File: src/rtl/fei_pkg.sv
package fei_pkg;

    localparam int LEN_W    = 4;
    localparam int LEN_RST  = 4;
    localparam int ADDR_W   = 3;

    typedef enum logic [ADDR_W-1:0] {
        RA_PEND = 3'd0,
        RA_EN   = 3'd1,
        RA_OVF  = 3'd2,
        RA_LEN  = 3'd3,
        RA_LIVE = 3'd4
    } reg_sel_e;

    // a length of zero would let a single tick pass anything: force at least one
    function automatic logic [LEN_W-1:0] len_floor(input logic [LEN_W-1:0] v);
        return (v == '0) ? LEN_W'(1) : v;
    endfunction

endpackage

File: src/rtl/fei_debounce.sv
module fei_debounce
    import fei_pkg::*;
(
    input  logic             clk,
    input  logic             rst,
    input  logic             tick,
    input  logic             raw,
    input  logic [LEN_W-1:0] len,
    output logic             lvl,
    output logic             chg
);
    logic [LEN_W-1:0] cnt;

    always_ff @(posedge clk) begin
        if (rst) begin
            lvl <= 1'b0;
            cnt <= '0;
            chg <= 1'b0;
        end else begin
            chg <= 1'b0;
            if (tick) begin
                if (raw == lvl) begin
                    cnt <= '0;
                end else if (({1'b0, cnt} + 1'b1) >= {1'b0, len}) begin
                    lvl <= raw;
                    cnt <= '0;
                    chg <= 1'b1;
                end else begin
                    cnt <= cnt + 1'b1;
                end
            end
        end
    end

    // the level only moves on a filter tick
    a_r1_hold_off_tick: assert property (@(posedge clk) disable iff (rst)
        !tick |=> $stable(lvl));

    // a change pulse always follows a tick
    a_r1_chg_after_tick: assert property (@(posedge clk) disable iff (rst)
        chg |-> $past(tick));

endmodule

File: src/rtl/fei_cause_bank.sv
module fei_cause_bank #(
    parameter int NC = 18
) (
    input  logic          clk,
    input  logic          rst,
    input  logic [NC-1:0] evt,
    input  logic [NC-1:0] pend_clr,
    input  logic [NC-1:0] ovf_clr,
    output logic [NC-1:0] pend,
    output logic [NC-1:0] ovf
);
    logic [NC-1:0] keep;
    assign keep = pend & ~pend_clr;

    always_ff @(posedge clk) begin
        if (rst) begin
            pend <= '0;
            ovf  <= '0;
        end else begin
            pend <= evt | keep;
            ovf  <= (evt & keep) | (ovf & ~ovf_clr);
        end
    end

    // an arriving event is never lost, even against a clear
    a_r7_event_wins: assert property (@(posedge clk) disable iff (rst)
        (evt != '0) |=> ((pend & $past(evt)) == $past(evt)));

    // a cleared bit with no new event drops
    a_r6_clear_drops: assert property (@(posedge clk) disable iff (rst)
        ((pend_clr & ~evt) != '0) |=> ((pend & $past(pend_clr & ~evt)) == '0));

    // overflow bits only fall when written
    a_r8_ovf_sticky: assert property (@(posedge clk) disable iff (rst)
        1'b1 |=> ((($past(ovf) & ~ovf) & ~$past(ovf_clr)) == '0));

endmodule

File: src/rtl/fei_irq_drv.sv
module fei_irq_drv #(
    parameter int NC = 18
) (
    input  logic          clk,
    input  logic          rst,
    input  logic [NC-1:0] pend,
    input  logic [NC-1:0] en,
    output logic          irq_n
);
    always_ff @(posedge clk) begin
        if (rst) irq_n <= 1'b1;
        else     irq_n <= ~|(pend & en);
    end
endmodule

File: src/rtl/fei_irq_unit.sv
module fei_irq_unit
    import fei_pkg::*;
#(
    parameter int NCH = 8,
    localparam int NC = 2 * NCH + 2
) (
    input  logic              clk,
    input  logic              rst,
    input  logic              filt_tick,
    input  logic [NCH-1:0]    chan_in,
    input  logic [NCH-1:0]    chan_is_in,
    input  logic [NCH-1:0]    short_flag,
    input  logic              temp_warn,
    input  logic              temp_crit,
    input  logic              reg_wr,
    input  logic [ADDR_W-1:0] reg_addr,
    input  logic [NC-1:0]     reg_wdata,
    output logic [NC-1:0]     reg_rdata,
    output logic              irq_n
);
    localparam int WARN_BIT = 2 * NCH;
    localparam int CRIT_BIT = 2 * NCH + 1;

    reg_sel_e         sel;
    logic [LEN_W-1:0] flen;
    logic [NC-1:0]    en, pend, ovf, evt, pend_clr, ovf_clr;
    logic [NCH-1:0]   lvl, chg, short_q;
    logic             warn_q, crit_q;

    assign sel = reg_sel_e'(reg_addr);

    for (genvar i = 0; i < NCH; i++) begin : g_chan
        fei_debounce u_deb (
            .clk  (clk),
            .rst  (rst),
            .tick (filt_tick),
            .raw  (chan_in[i]),
            .len  (flen),
            .lvl  (lvl[i]),
            .chg  (chg[i])
        );
    end

    always_ff @(posedge clk) begin
        if (rst) begin
            flen    <= LEN_W'(LEN_RST);
            en      <= '0;
            short_q <= '0;
            warn_q  <= 1'b0;
            crit_q  <= 1'b0;
        end else begin
            short_q <= short_flag;
            warn_q  <= temp_warn;
            crit_q  <= temp_crit;
            if (reg_wr && sel == RA_LEN) flen <= len_floor(reg_wdata[LEN_W-1:0]);
            if (reg_wr && sel == RA_EN)  en   <= reg_wdata;
        end
    end

    always_comb begin
        evt                    = '0;
        evt[NCH-1:0]           = chg & chan_is_in;
        evt[2*NCH-1:NCH]       = short_flag & ~short_q;
        evt[WARN_BIT]          = temp_warn & ~warn_q;
        evt[CRIT_BIT]          = temp_crit & ~crit_q;
    end

    assign pend_clr = (reg_wr && sel == RA_PEND) ? reg_wdata : '0;
    assign ovf_clr  = (reg_wr && sel == RA_OVF)  ? reg_wdata : '0;

    fei_cause_bank #(.NC(NC)) u_bank (
        .clk      (clk),
        .rst      (rst),
        .evt      (evt),
        .pend_clr (pend_clr),
        .ovf_clr  (ovf_clr),
        .pend     (pend),
        .ovf      (ovf)
    );

    fei_irq_drv #(.NC(NC)) u_irq (
        .clk   (clk),
        .rst   (rst),
        .pend  (pend),
        .en    (en),
        .irq_n (irq_n)
    );

    always_comb begin
        reg_rdata = '0;
        case (sel)
            RA_PEND: reg_rdata = pend;
            RA_EN:   reg_rdata = en;
            RA_OVF:  reg_rdata = ovf;
            RA_LEN:  reg_rdata[LEN_W-1:0] = flen;
            RA_LIVE: reg_rdata[2*NCH-1:0] = {short_flag, lvl};
            default: reg_rdata = '0;
        endcase
    end

    // the stored length is never zero
    a_r2_len_nonzero: assert property (@(posedge clk) disable iff (rst)
        flen != '0);

    // the request is only low if an enabled cause was pending
    a_r9_low_needs_cause: assert property (@(posedge clk) disable iff (rst)
        !irq_n |-> $past((pend & en) != '0));

    // an output channel never raises a change cause
    a_r3_out_silent: assert property (@(posedge clk) disable iff (rst)
        ((evt[NCH-1:0] & ~chan_is_in) == '0));

endmodule

File: config.mk
export PLATFORM = sky130hd
export DESIGN_NAME = fei_irq_unit
export DESIGN_NICKNAME = d
export VERILOG_FILES = /design/src/rtl/fei_pkg.sv /design/src/rtl/fei_debounce.sv /design/src/rtl/fei_cause_bank.sv /design/src/rtl/fei_irq_drv.sv /design/src/rtl/fei_irq_unit.sv
export SDC_FILE = /design/constraint.sdc
export NUM_CORES = 1
export LEC_CHECK = 0
export BUFFER_PORTS_ARGS = -buffer_cell sky130_fd_sc_hd__buf_2
export CAP_MARGIN = 0
export CORE_UTILIZATION = 33
export DETAILED_ROUTE_END_ITERATION = 16
export PLACE_DENSITY = 0.56
export SLEW_MARGIN = 5
export SYNTH_ARGS = -nofsm -noshare
export SYNTH_HDL_FRONTEND = slang
export SYNTH_SLANG_ARGS = --single-unit
File: constraint.sdc
create_clock -name clk -period 2.45 [get_ports clk]
set_input_delay 0 -clock clk [delete_from_list [all_inputs] [get_ports clk]]
set_output_delay 0 -clock clk [all_outputs]
set_load 0.05 [all_outputs]
==> impl_metrics.csv <==
group,metric,value,unit
clock_tree,cts_max_path_buffers,2,
synth,synthesis.yosys.warnings,0,
synth,synth_area,6040,um2
worst_setup_path,slowest_delay,0.55,ns
placement,placement.cell_area,6590,um2
finish,core_util_final,0.431,
placement,portBuffers,69,
worst_setup_path,arrival,2.66,ns
synth,synth-seq-area-share,0.388,
worst_setup_path,critical_path_end_type,"flop",
finish,finish.instance_area,7740,um2
clock_tree,clock-sinks,117,
finish,drive_above_1_share,0.153,
detailed_routing,wl_per_cell,15.9,um
finish,insertedDiodeCount,0,
detailed_routing,dr.first_iter.drc_count,379,
clock_tree,tritoncts,"built",
power_and_ir_drop,power.share.sequential,0.413,
synth,mappedNetlistNets,811,
finish,most-common-layout-cells,"dfxtp_1 (113), nand2_1 (101), nor2_1 (82)",
synth,synth_edf_count,0,
sta,max-slew-margin-rel,0.474,
power_and_ir_drop,clockPowerShare,0.481,
power_and_ir_drop,internal_power,3670,uW
detailed_routing,drt_drc_violations_left,0,
sta,unrepaired_setup_endpoints_after_global_routing,"no",
sta,holdWs,0.0615,ns
global_route,total_track_usage,0.192,
finish,layout-area-overhead-vs-synth,28.2,%
global_route,grt_start_max_net_pins,42,
worst_setup_path,worst-setup-path-type,"reg2reg",
detailed_routing,avgViaCountPerCell,5.16,
sta,timing.final.crit_share,0.962,
clock_tree,clock-root-buffer,"clkbuf_16",
sta,fin_skew,0.00674,ns
power_and_ir_drop,combinational_cell_fraction_of_total_power,0.106,
synth,netlist-cell-type-count,44,
run_status,run_status,"finished, final reports clean",
global_route,first_global_vias,5337,
placement,placed_cells_incl_taps,996,
synth,flip_flop_and_latch_count_after_synthesis,117,
sta,slew_violations,0,
placement,routabilityCongestion,0.802,
worst_setup_path,critical-path-top-delay-family,"compound AO/OA/AOI/OAI gates",
floorplanning,die_w,137,um
clock_tree,cts.reportedPaths.clkPinSlew,0.05,ns
hold_path,worstHoldPathType,"in2reg",
power_and_ir_drop,p_switching,1200,uW
sta,final_hold_viol_count,0,
power_and_ir_drop,swShare,0.246,
worst_setup_path,worst-path-max-fanout,7,
floorplanning,floorplan.initialDensity,0.336,
power_and_ir_drop,power-per-cell-area,628,nW/um2
sta,max_freq,0.424,GHz
sta,max_slew.worst_pin.slew,0.789,ns
floorplanning,dieArea,18800,um2
clock_tree,cts-htree-levels,4,
finish,layout.cells.most_common,"dfxtp_1",
global_route,initial_antenna_violation_count,0,
sta,setup_viol,0,
placement,detailedPlacementHpwl,11600,um
detailed_routing,finalWirelength,17200,um
global_route,wire_length_of_the_first_global_routing_pass,27300,um
power_and_ir_drop,cellLeakagePower,0.00332,uW
synth,dominantRegCellSynth,"dfxtp_1",
clock_tree,clkLatencyLatePin,0.42,ns
worst_setup_path,crit_buf_inv,2,
detailed_routing,dr.pass1.iters,5,
worst_setup_path,chain_of_cells_forming_the_critical_path,"buf_6, ha_1, nand2b_1, a211o_1, a21bo_2, a41o_1, dlygate4sd3_1",
worst_setup_path,cp_data_required_time,2.75,ns
worst_setup_path,cp-start-kind,"flop",
floorplanning,placeable_core_region,18000,um2
detailed_routing,detail-route-antenna-nets,0,
global_route,gr-total-overflow,0,
worst_setup_path,critPathSlowestCell,"dlygate4sd3_1",
floorplanning,chipHeight,137,um
floorplanning,num_rows,49,
floorplanning,design.portCount,70,
clock_tree,cts_buffers,17,
sta,timing.setup.tns,0,ns
synth,asyncSetResetFlopFracSynth,0,
run,cap_violations,0,
sta,timing.final.crit_period,2.36,ns
finish,layout.nets,934,
synth,syn-instance-count,720,
finish,final_cell_count_no_fill,1084,
synth,post_syn_area_per_cell,8.39,um2
detailed_routing,vias,5589,
power_and_ir_drop,irDropWorstVdd,0.509,mV
-- area by class of cell --
| type | instances | area [um2] |
|---|---|---|
| Tap cell | 229 | 287 |
| Fill cell | 1811 | 10200 |
| Timing Repair Buffer | 138 | 1000 |
| Sequential cell | 117 | 2350 |
| Clock buffer | 27 | 503 |
| Clock inverter | 4 | 45.0 |
| Inverter | 14 | 60.1 |
| Multi-Input combinational cell | 555 | 3500 |
-- Yosys cell counts, types with 10 or more instances --
library cell  count  area share
nand2b_1         12       0.012
nor2_1           82       0.051
ha_1             40       0.083
inv_1            13      0.0081
xor2_1           15       0.022
a32oi_1          12       0.017
mux2i_1          28       0.046
dfxtp_1         117        0.39
nor2b_1          22       0.023
clkbuf_1         15      0.0093
a22oi_1          27       0.034
nand2_1         101       0.063
nand3_1          16       0.013
o21ai_0          31       0.026
a21oi_1          78       0.065
a31oi_1          10       0.010
-- worst reg2reg max path, delay by kind of cell, from the launching register on --
kind	cells	cell delay [ns]
simple gates	1	0.14
buf+inv	2	0.69
compound gates	3	0.79
flops	1	0.34
fa+ha+maj	1	0.27
-- stage by stage --
stage / total power, uW / setup slack, ns
6_report: 4860 / 0.0936
5_1_grt: 5070 / 0.00960
4_1_cts: 4900 / 0.0324
3_5_place_dp: 2500 / 0.509
3_3_place_gp: 2490 / 0.516
2_1_floorplan: 2340 / 0.629
-- flip-flops by register name, indices dropped and copies added, names as in the netlist --
name,cells
warn_q,1
u_irq.irq_n,1
crit_q,1
short_q,8
flen,4
u_bank.ovf,18
u_bank.pend,18
g_chan.u_deb.cnt,32
g_chan.u_deb.lvl,8
en,18
g_chan.u_deb.chg,8
-- logic make-up (layout without fill, tap and decap cells) --
kind of cell	after synthesis	after routing	synth area share
AOI/OAI and AO/OA	201	201	0.213
muxes	28	28	0.0464
and+or+nand+nor	263	263	0.198
adders and majority gates	40	40	0.0829
DFF	117	117	0.388
buffers and inverters	48	183	0.0381
xor gates and xnor gates	23	23	0.0334
-- layer usage --
layer | global-route usage | routed length (um)
met2 | 0.325 | 8110
met1 | 0.241 | 8030
met4 | 0.0574 | 218
met3 | 0.0467 | 883
met5 | 0 | 0
-- repair_timing --
| action | CTS | global route |
|---|---|---|
| resized for setup | 0 | 13 |
| hold buffers | 52 | 0 |
| setup buffers | 0 | 5 |
| setup endpoints to repair | 0 | 2 |
| hold endpoints to repair | 97 | 0 |
-- power by group through the flow --
stage | registers (uW) | clock network, uW | logic (uW)
final | 2010 | 2340 | 517
after global routing | 2010 | 2490 | 573
after CTS | 2000 | 2380 | 514
after detailed placement | 2040 | 0 | 452
after global placement | 2040 | 0 | 451
after floorplan | 2030 | 0 | 303
-- worst paths after layout --
kind	endpoint	slack (ns)	from	cells after the start
setup / recovery	g_chan[4].u_deb.lvl	0.09	flen[0]	7
setup reg to reg	g_chan[4].u_deb.lvl	0.09	flen[0]	7
hold reg to reg	u_bank.ovf[2]	0.45	u_bank.ovf[2]	2
hold / removal	u_bank.ovf[1]	0.06	reg_wr	6
Note: power is estimated with default switching activity, not from simulation.
